==> src/rtl/i2c_host_pkg.sv <==
// Package: shared constants and types for the I2C master controller.
// Assumes byte-wide registers on a 5-bit byte-offset map.
package i2c_host_pkg;

    localparam int DATA_W   = 8;
    localparam int ADDR_W   = 5;
    localparam int REG_CNT  = 5;

    // register slots, in decode order
    localparam int SLOT_CON = 0;
    localparam int SLOT_STA = 1;
    localparam int SLOT_OWN = 2;
    localparam int SLOT_DAT = 3;
    localparam int SLOT_LC  = 4;

    localparam logic [ADDR_W-1:0] SLOT_OFS [REG_CNT] =
        '{5'h00, 5'h04, 5'h08, 5'h0C, 5'h10};

    // control bits
    localparam int CB_ACK  = 7;
    localparam int CB_IE   = 5;
    localparam int CB_PEND = 4;

    // status bits
    localparam int SB_MODE_HI = 7;
    localparam int SB_MODE_LO = 6;
    localparam int SB_BUSY    = 5;
    localparam int SB_OE      = 4;
    localparam int SB_NACK    = 0;

    localparam logic [1:0] MODE_MRX = 2'd2;
    localparam logic [1:0] MODE_MTX = 2'd3;

    typedef enum logic [1:0] {
        OP_START = 2'd0,
        OP_SEND  = 2'd1,
        OP_RECV  = 2'd2,
        OP_STOP  = 2'd3
    } eng_op_e;

endpackage

==> src/rtl/i2c_host_dec.sv <==
// Module: register address decoder.
// Produces one hit line per register slot; no hit for unmapped offsets.
module i2c_host_dec
    import i2c_host_pkg::*;
(
    input  logic [ADDR_W-1:0]  addr,
    output logic [REG_CNT-1:0] hit
);

    // one comparator per slot
    for (genvar i = 0; i < REG_CNT; i++) begin : g_slot
        assign hit[i] = (addr == SLOT_OFS[i]);
    end

endmodule

==> src/rtl/i2c_host_cmd_track.sv <==
// Module: outstanding-command tracker.
// Remembers the opcode of the command in flight and routes the engine's
// done pulse to a per-kind completion strobe. Assumes one command at a time.
module i2c_host_cmd_track
    import i2c_host_pkg::*;
(
    input  logic    clk,
    input  logic    rst_n,
    input  logic    cmd_valid,
    input  eng_op_e cmd_op,
    input  logic    eng_done,
    output logic    done_start,
    output logic    done_send,
    output logic    done_recv,
    output logic    waiting
);

    eng_op_e op_q;

    // track the command in flight
    always_ff @(posedge clk) begin
        if (!rst_n) begin
            waiting <= 1'b0;
            op_q    <= OP_STOP;
        end else if (cmd_valid) begin
            waiting <= 1'b1;
            op_q    <= cmd_op;
        end else if (eng_done) begin
            waiting <= 1'b0;
        end
    end

    assign done_start = eng_done && waiting && (op_q == OP_START);
    assign done_send  = eng_done && waiting && (op_q == OP_SEND);
    assign done_recv  = eng_done && waiting && (op_q == OP_RECV);

    AST_ONE_OUTSTANDING: assert property (@(posedge clk) disable iff (!rst_n)
        cmd_valid |-> !waiting);

endmodule

==> src/rtl/i2c_host_ctrl.sv <==
// Module: register-programmed I2C master controller (top).
// Holds the five registers, applies access side effects and engine results,
// and issues byte-level commands. Assumes register accesses and engine done
// pulses do not coincide with each other in a way firmware would not produce.
module i2c_host_ctrl
    import i2c_host_pkg::*;
(
    input  logic              clk,
    input  logic              rst_n,
    input  logic              bus_sel,
    input  logic              bus_we,
    input  logic [ADDR_W-1:0] bus_addr,
    input  logic [DATA_W-1:0] bus_wdata,
    output logic [DATA_W-1:0] bus_rdata,
    output logic              irq,
    output logic              eng_cmd_valid,
    output logic [1:0]        eng_cmd_op,
    output logic [DATA_W-1:0] eng_cmd_byte,
    input  logic              eng_done,
    input  logic              eng_nack,
    input  logic [DATA_W-1:0] eng_rx_byte
);

    localparam logic [DATA_W-1:0] RST_ONES = {DATA_W{1'b1}};

    logic [REG_CNT-1:0] hit;
    logic [DATA_W-1:0]  con_q, sta_q, own_q, dat_q, lc_q;
    logic [DATA_W-1:0]  con_n, sta_n, own_n, dat_n, lc_n;
    logic               rdy_q, rdy_n, irq_q, irq_n;
    logic               issue;
    eng_op_e            issue_op, op_q;
    logic [DATA_W-1:0]  byte_q;
    logic               valid_q;
    logic               done_start, done_send, done_recv, waiting;
    logic               wr, rd;
    logic [1:0]         mode_n;

    i2c_host_dec u_dec (
        .addr (bus_addr),
        .hit  (hit)
    );

    i2c_host_cmd_track u_track (
        .clk        (clk),
        .rst_n      (rst_n),
        .cmd_valid  (valid_q),
        .cmd_op     (op_q),
        .eng_done   (eng_done),
        .done_start (done_start),
        .done_send  (done_send),
        .done_recv  (done_recv),
        .waiting    (waiting)
    );

    assign wr = bus_sel && bus_we;
    assign rd = bus_sel && !bus_we;

    // next-state: engine results first, then the register access
    always_comb begin
        con_n    = con_q;
        sta_n    = sta_q;
        own_n    = own_q;
        dat_n    = dat_q;
        lc_n     = lc_q;
        rdy_n    = rdy_q;
        irq_n    = irq_q;
        issue    = 1'b0;
        issue_op = OP_STOP;

        if (done_start) begin
            if (eng_nack && con_q[CB_ACK]) begin
                sta_n[SB_NACK] = 1'b1;
                if (con_q[CB_IE]) begin con_n[CB_PEND] = 1'b1; irq_n = 1'b1; end
            end else if (sta_q[SB_MODE_HI:SB_MODE_LO] == MODE_MRX) begin
                sta_n[SB_NACK] = 1'b0;
                rdy_n    = 1'b0;
                issue    = 1'b1;
                issue_op = OP_RECV;
            end else if (con_q[CB_IE]) begin
                con_n[CB_PEND] = 1'b1;
                irq_n = 1'b1;
            end
        end
        if (done_send || done_recv) begin
            if (eng_nack && con_q[CB_ACK]) sta_n[SB_NACK] = 1'b1;
            else if (done_recv)            dat_n = eng_rx_byte;
            if (con_q[CB_IE]) begin con_n[CB_PEND] = 1'b1; irq_n = 1'b1; end
        end

        if (wr && hit[SLOT_CON]) begin
            con_n = {bus_wdata[7:5], con_n[CB_PEND], bus_wdata[3:0]};
            if (con_n[CB_PEND] && !bus_wdata[CB_PEND]) begin
                con_n[CB_PEND] = 1'b0;
                irq_n = 1'b0;
                if (!con_n[CB_IE]) sta_n[SB_BUSY] = 1'b0;
                if (sta_n[SB_BUSY]) begin
                    if (rdy_n) begin
                        if (sta_n[SB_MODE_HI:SB_MODE_LO] == MODE_MTX) begin
                            sta_n[SB_NACK] = 1'b0; rdy_n = 1'b0;
                            issue = 1'b1; issue_op = OP_SEND;
                        end else if (sta_n[SB_MODE_HI:SB_MODE_LO] == MODE_MRX) begin
                            sta_n[SB_NACK] = 1'b0; rdy_n = 1'b0;
                            issue = 1'b1; issue_op = OP_RECV;
                        end
                    end else begin
                        con_n[CB_PEND] = 1'b1;
                        irq_n = 1'b1;
                    end
                end
            end
        end

        if (wr && hit[SLOT_STA]) begin
            sta_n = {bus_wdata[7:6], sta_n[SB_BUSY], bus_wdata[4:0]};
            if (!bus_wdata[SB_OE]) begin
                sta_n[SB_BUSY] = 1'b0;
                rdy_n = 1'b1;
                irq_n = 1'b0;
            end else if (bus_wdata[SB_MODE_HI]) begin
                if (bus_wdata[SB_BUSY]) begin
                    sta_n[SB_NACK] = 1'b0;
                    sta_n[SB_BUSY] = 1'b1;
                    rdy_n    = 1'b0;
                    issue    = 1'b1;
                    issue_op = OP_START;
                end else begin
                    issue    = 1'b1;
                    issue_op = OP_STOP;
                    rdy_n    = 1'b1;
                    if (!con_n[CB_PEND]) sta_n[SB_BUSY] = 1'b0;
                end
            end
        end

        if (wr && hit[SLOT_OWN] && !sta_q[SB_OE]) own_n = bus_wdata;
        if (wr && hit[SLOT_LC])                   lc_n  = bus_wdata;

        mode_n = sta_n[SB_MODE_HI:SB_MODE_LO];
        if (wr && hit[SLOT_DAT] && sta_q[SB_OE]) begin
            dat_n = bus_wdata;
            rdy_n = 1'b1;
            if (mode_n == MODE_MTX && sta_n[SB_BUSY] && !con_n[CB_PEND]) begin
                sta_n[SB_NACK] = 1'b0; rdy_n = 1'b0;
                issue = 1'b1; issue_op = OP_SEND;
            end
        end
        if (rd && hit[SLOT_DAT]) begin
            rdy_n = 1'b1;
            if (mode_n == MODE_MRX && sta_n[SB_BUSY] && !con_n[CB_PEND]) begin
                sta_n[SB_NACK] = 1'b0; rdy_n = 1'b0;
                issue = 1'b1; issue_op = OP_RECV;
            end
        end
    end

    // register update and command pulse
    always_ff @(posedge clk) begin
        if (!rst_n) begin
            con_q   <= '0;
            sta_q   <= '0;
            own_q   <= RST_ONES;
            dat_q   <= RST_ONES;
            lc_q    <= '0;
            rdy_q   <= 1'b1;
            irq_q   <= 1'b0;
            valid_q <= 1'b0;
            op_q    <= OP_STOP;
            byte_q  <= '0;
        end else begin
            con_q   <= con_n;
            sta_q   <= sta_n;
            own_q   <= own_n;
            dat_q   <= dat_n;
            lc_q    <= lc_n;
            rdy_q   <= rdy_n;
            irq_q   <= irq_n;
            valid_q <= issue;
            if (issue) begin
                op_q   <= issue_op;
                byte_q <= dat_n;
            end
        end
    end

    // read multiplexer
    always_comb begin
        bus_rdata = '0;
        if (hit[SLOT_CON]) bus_rdata = con_q;
        if (hit[SLOT_STA]) bus_rdata = sta_q;
        if (hit[SLOT_OWN]) bus_rdata = own_q;
        if (hit[SLOT_DAT]) bus_rdata = dat_q;
        if (hit[SLOT_LC])  bus_rdata = lc_q;
    end

    assign irq           = irq_q;
    assign eng_cmd_valid = valid_q;
    assign eng_cmd_op    = op_q;
    assign eng_cmd_byte  = byte_q;

    AST_PEND_NEEDS_IE: assert property (@(posedge clk) disable iff (!rst_n)
        $rose(con_q[CB_PEND]) |-> con_q[CB_IE]);

    AST_CON_NO_SET: assert property (@(posedge clk) disable iff (!rst_n)
        (wr && hit[SLOT_CON] && !con_q[CB_PEND] && !eng_done) |=> !con_q[CB_PEND]);

    AST_OE_OFF_IDLE: assert property (@(posedge clk) disable iff (!rst_n)
        (wr && hit[SLOT_STA] && !bus_wdata[SB_OE]) |=> (!sta_q[SB_BUSY] && !irq));

    AST_OWN_LOCK: assert property (@(posedge clk) disable iff (!rst_n)
        (wr && hit[SLOT_OWN] && sta_q[SB_OE]) |=> $stable(own_q));

endmodule

==> config.mk <==
export PLATFORM = sky130hd
export DESIGN_NAME = i2c_host_ctrl
export DESIGN_NICKNAME = d
export VERILOG_FILES = /design/src/rtl/i2c_host_pkg.sv /design/src/rtl/i2c_host_dec.sv /design/src/rtl/i2c_host_cmd_track.sv /design/src/rtl/i2c_host_ctrl.sv
export SDC_FILE = /design/constraint.sdc
export NUM_CORES = 1
export LEC_CHECK = 0
export BUFFER_PORTS_ARGS = -buffer_cell sky130_fd_sc_hd__buf_2
export CAP_MARGIN = 5
export CORE_MARGIN = 4
export CORE_UTILIZATION = 35
export CTS_CLUSTER_DIAMETER = 100
export CTS_CLUSTER_SIZE = 28
export DETAILED_ROUTE_END_ITERATION = 16
export PLACE_DENSITY = 0.6
export SETUP_SLACK_MARGIN = 0.05
export SYNTH_ARGS = -nofsm -noshare
export SYNTH_HDL_FRONTEND = slang
export SYNTH_SLANG_ARGS = --single-unit
==> constraint.sdc <==
create_clock -name clk -period 3.9 [get_ports clk]
set_input_delay 0.195 -clock clk [delete_from_list [all_inputs] [get_ports clk]]
set_output_delay 0.195 -clock clk [all_outputs]
set_load 0.02 [all_outputs]
==> results.cfg, run 1 <==
[drt]
first_pass_iters = 5
first_iter_violations = 216
wl_per_cell_um = 16.80
postRouteWirelength_um = 8098
ant_nets = 0
num_vias = 2614
vias_per_cell = 5.423
drc_errors = 0

[synthesis]
syn-num-nets = 366
synth-seq-cells = 56
netlist_instances = 339
synth-edff-count = 0
synth_warnings = 0
ys_seq_area_share_pct = 40.18
async_reset_ff_share_pct = 0
synth_ff_type = dfxtp_1
synth.cell_area_um2 = 2790
synth.distinct_cells = 46
synth.avg_cell_area_um2 = 8.231

[timing]
fin_crit_sh_pct = 74.32
final-hold-violation-count = 0
slew_violations = 0
setup-violations-final = 0
setup_tns_ns = 0
min_period_ns = 2.899
fin_worst_skew_ns = 0.007019
fmax_ghz = 0.3450
rsz0062_at_grt = no
tightest_slew_ns = 0.9072
relSlewSlack_pct = 39.30

[job]
drv_cap = 0

[critical_path]
crit_chain = or3b_2 > o31ai_1 > a221oi_1 > o2111ai_1 > nand3_1 > a21oi_1
cp_num_cells = 6
cp-end-kind = register
crit_path_start_kind = register
reg2reg_depth = 6
crit_type = register to register
crit_family = compound AO/OA/AOI/OAI gates
slowest_stage = o2111ai_1
slowest_delay_ns = 0.75
worst-path-max-fanout = 10
worstPathRequired_ns = 4.14
critPathArrivalTime_ns = 3.14
critPathBufInv = 0

[grt]
grt_pass1_vias = 2589
gr-total-overflow = 0
grt_use_total_pct = 17.28
grt_max_degree = 44
grt_pass1_wl_um = 13430
antenna_found_initial = 0

[clock_network]
cts_tree = built
clock_latency_ns = 0.31
path_clk_slew_ns = 0.11
root_buffer = clkbuf_8
post_cts_buffers = 0
cts_buffers = 5
clock-sinks = 56
postCtsHoldBufs = 0
htree_levels = 2
cts_buffer_depth = 2
ctsResizeCount = 0

[layout]
antenna_cells = 0
design_area_um2 = 3233
layout-drive-gt1-share_pct = 20.26
final_cells = 482
final_util_pct = 41.84
final_cell_mix = nand2_1 (56), dfxtp_1 (56), buf_2 (46), a21oi_1 (39), mux2i_1 (33)
syn_to_final_growth_pct = 15.87
num-nets-final = 406

[hold_path]
hold_depth = 3
hold_path_class = input port to register

[floorplan]
start_util_pct = 36.11
die_w_um = 97.29
num_rows = 32
ios = 47
core_um2 = 7727
die-height_um = 97.29
die-area_um2 = 9464

[place]
gp_congestion = 0.8953
dp_hpwl_um = 5878
postPlaceCellArea_um2 = 3118
dp.cells = 474
portBuffers = 46

[pwr]
seqPwrFrac_pct = 54.6
swShare_pct = 24.54
p_int_mw = 0.7935
power_per_cell_area_nw_per_um2 = 325.2
peakVddDrop_mv = 0.1619
p_sw_mw = 0.2580
clkPwrFrac_pct = 38.0
p_leak_nw = 1.230
pwr-share-comb_pct = 7.4

[run_status]
outcome = finished, final reports clean
[power groups by stage]
stage | Sequential [mW] | Combinational, mW | Clock (mW)
after global placement | 0.587 | 0.0779 | 0
final | 0.574 | 0.0779 | 0.399
after CTS | 0.574 | 0.0780 | 0.414
after floorplan | 0.587 | 0.0401 | 0
after detailed placement | 0.587 | 0.0777 | 0
after global routing | 0.575 | 0.0850 | 0.439
[state kept, by name (all words and copies together), names as in the netlist]
name / count
irq: 1
own_q: 8
eng_cmd_op: 2
sta_q: 8
con_q: 8
dat_q: 8
eng_cmd_byte: 8
eng_cmd_valid: 1
rdy_q: 1
u_track.waiting: 1
u_track.op_q: 2
lc_q: 8
[metrics by stage]
step	power [mW]	hold slack, ns	setup WS [ns]
4_1_cts	1.066	0.1540	0.9994
3_3_place_gp	0.6652	0.4432	1.022
2_1_floorplan	0.6273	0.2661	1.497
3_5_place_dp	0.6651	0.4503	1.038
6_report	1.052	0.1627	1.001
5_1_grt	1.099	0.1751	0.8255
[layer usage]
metal | global-route usage (%) | routed length [um]
met1 | 24.52 | 3787
met2 | 27.71 | 3804
met3 | 2.728 | 418
met4 | 3.834 | 88
met5 | 0 | 0
[kinds of logic (layout without fill, tap and decap cells)]
group	after synthesis	after routing	share of synthesized area, %
muxes	34	34	12.24
DFF	56	56	40.18
buffers and inverters	26	67	3.632
and+or+nand+nor	134	134	23.00
AOI/OAI and AO/OA	89	89	20.94
[worst paths after layout]
check                    end  slack (ns)    startpoint
max          eng_cmd_byte[4]        1.00      sta_q[6]
min                 sta_q[1]        0.16  bus_wdata[1]
max reg2reg  eng_cmd_byte[4]        1.00      sta_q[6]
min reg2reg          lc_q[2]        0.47       lc_q[2]
[tightest hold or removal path, cell delays in order]
cell     delay, ns
buf_2         0.13
nand2_1       0.06
a21oi_1       0.05
[synthesized netlist by cell type (3+ instances only)]
| cell type | number | area [um2] |
|---|---|---|
| or2_2 | 9 | 56.30 |
| nor2_1 | 26 | 97.59 |
| a31oi_1 | 6 | 37.54 |
| nand3_1 | 14 | 70.07 |
| o21ai_0 | 17 | 85.08 |
| nor3_1 | 5 | 25.02 |
| o221ai_1 | 3 | 26.28 |
| nand2_1 | 56 | 210.2 |
| inv_1 | 7 | 26.28 |
| mux2i_1 | 33 | 330.3 |
| clkbuf_1 | 15 | 56.30 |
| and3_1 | 3 | 18.77 |
| and2_1 | 3 | 18.77 |
| a21oi_1 | 39 | 195.2 |
| a22o_1 | 4 | 35.03 |
| dfxtp_1 | 56 | 1121 |
| buf_2 | 3 | 15.01 |
[layout make-up]
cell class / instances / area (um2)
fillers: 789 / 4494
multi-input cells: 257 / 1568
flip-flops and latches: 56 / 1121
repair buffers: 52 / 275.3
well taps: 102 / 127.6
clock buffers: 5 / 68.82
clock inverters: 3 / 46.29
inverters: 7 / 26.28
No activity file was read; power rests on OpenSTA's default activity.
==> inputs of run 2 (changes only) <==
==> constraint.sdc (replaced) <==
create_clock -name clk -period 2.8 [get_ports clk]
set_input_delay 0.14 -clock clk [delete_from_list [all_inputs] [get_ports clk]]
set_output_delay 0.14 -clock clk [all_outputs]
set_load 0.02 [all_outputs]
==> run 2 against run 1 <==
  * Die area is the same
  * Worst hold slack lost 0.056 ns
  * Combinational power grew 45%
  * Non-clock buffer count grew 12
  * Design area grew 3.0%
  * Critical path depth is the same
  * Sequential cell count is the same
==> results.cfg, run 2 (synthesis results as in run 1) <==
[run_status]
outcome = finished, final reports clean

[clock_network]
path_clk_slew_ns = 0.11
cts_tree = built
ctsResizeCount = 0
cts_buffers = 5
clock-sinks = 56
htree_levels = 2
post_cts_buffers = 0
clock_latency_ns = 0.32
postCtsHoldBufs = 0
cts_buffer_depth = 2
root_buffer = clkbuf_8

[drt]
met1_length_um = 4072
drc_errors = 0
first_pass_iters = 4
routed-wl-met3_um = 291
num_vias = 2646
highest-signal-layer = met4
postRouteWirelength_um = 8220
first_iter_violations = 151
route.met2.wl_um = 3709
vias_per_cell = 5.356
ant_nets = 0
wl_per_cell_um = 16.64

[pwr]
power_per_cell_area_nw_per_um2 = 445.3
p_leak_nw = 1.289
peakVddDrop_mv = 0.2287
total_power_mw = 1.483

[place]
dp.cells = 486
pre_cts_ws_ns = 0.2522
dp_hpwl_um = 6248
postPlaceCellArea_um2 = 3208
portBuffers = 46
gp_congestion = 0.8688

[timing]
final-hold-violation-count = 0
fin_crit_sh_pct = 89.57
setup_tns_ns = 0
setup-violations-final = 0
rsz0062_at_grt = no
fin_ws_ns = 0.2921
tightest_slew_ns = 0.8012
min_period_ns = 2.508
slew_violations = 0
fmax_ghz = 0.3987
relSlewSlack_pct = 46.53
fin_worst_skew_ns = 0.01106

[floorplan]
ios = 47
core_um2 = 7727
die-height_um = 97.29
die-area_um2 = 9464
start_util_pct = 36.11
die_w_um = 97.29
num_rows = 32

[critical_path]
r2r-end = eng_cmd_byte[0]
worst-path-max-fanout = 10
reg2reg_slack_ns = 0.29
worstPathRequired_ns = 3.05
cp-end-kind = register
crit_path_start_kind = register
worstReg2RegStart = sta_q[7]
critPathArrivalTime_ns = 2.76
crit_type = register to register
reg2reg_depth = 6

[layout]
antenna_cells = 0
design_area_um2 = 3329
num-nets-final = 418
layout-drive-gt1-share_pct = 22.70
syn_to_final_growth_pct = 19.33
final_cells = 494
final_cell_mix = nand2_1 (56), dfxtp_1 (56), buf_2 (46), a21oi_1 (39), mux2i_1 (33)
fillers = 829

[hold_path]
min_to = sta_q[3]
hold_path_class = input port to register
hp-start = bus_wdata[3]
hold_depth = 3

[grt]
grt_use_total_pct = 17.31
antenna_found_initial = 0
grt_pass1_wl_um = 13430
grt_pass1_vias = 2611
gr-total-overflow = 0
grt_max_degree = 25

[job]
drv_cap = 0
-- run 2: cell count changes in the layout (fill, tap and decap cells not counted) --
cell / before / now
buf_4: 6 / 18
clkbuf_8: 5 / 6
clkinv_2: 1 / 0
clkinv_4: 0 / 1
inv_8: 1 / 0
-- run 2: stage by stage --
stage | util, % | hold WS [ns]
global placement | 41.52 | 0.4429
CTS | 43.09 | 0.1041
detailed placement | 41.52 | 0.4469
global route | 43.09 | 0.1138
floorplan | - | 0.2111
finish | 43.09 | 0.1069
-- run 2: per-layer routing --
metal  vias up  global-route usage (%)
li1       1325                       -
met1      1243                   23.59
met4         0                   5.538
met3        12                   3.015
met5         -                       0
met2        66                   27.87
-- run 2: worst max-delay path by stage --
stage	start	endpoint	slack, ns	cells past startpoint
floorplan	bus_addr[4]	eng_cmd_op[0]	0.45	8
global placement	bus_addr[4]	eng_cmd_op[0]	0.29	7
detailed placement	bus_addr[4]	eng_cmd_op[0]	0.25	7
CTS	sta_q[7]	eng_cmd_byte[3]	0.29	6
global route	sta_q[7]	eng_cmd_byte[1]	0.06	6
finish	sta_q[7]	eng_cmd_byte[0]	0.29	6
-- run 2: cell type report --
cell class	instances	area (um2)	share of cell area, %
Tap cell	102	127.6	3.833
Timing Repair Buffer	64	365.4	10.97
Multi-Input combinational cell	257	1568	47.09
Clock buffer	6	82.58	2.480
Sequential cell	56	1121	33.67
Inverter	7	26.28	0.7892
Clock inverter	2	38.79	1.165
-- run 2: power by group --
part | internal (mW) | switching [mW]
logic | 0.0395 | 0.0739
registers | 0.798 | 0.00145
clock network | 0.293 | 0.276
-- run 2: critical path, stage by stage (launching register included) --
cell       delay (ns)
dfxtp_1          0.41
or3b_2           0.49
o2111ai_1        0.43
a2111oi_4        0.17
a21oi_1          0.64
nand3_1          0.15
a21oi_1          0.16
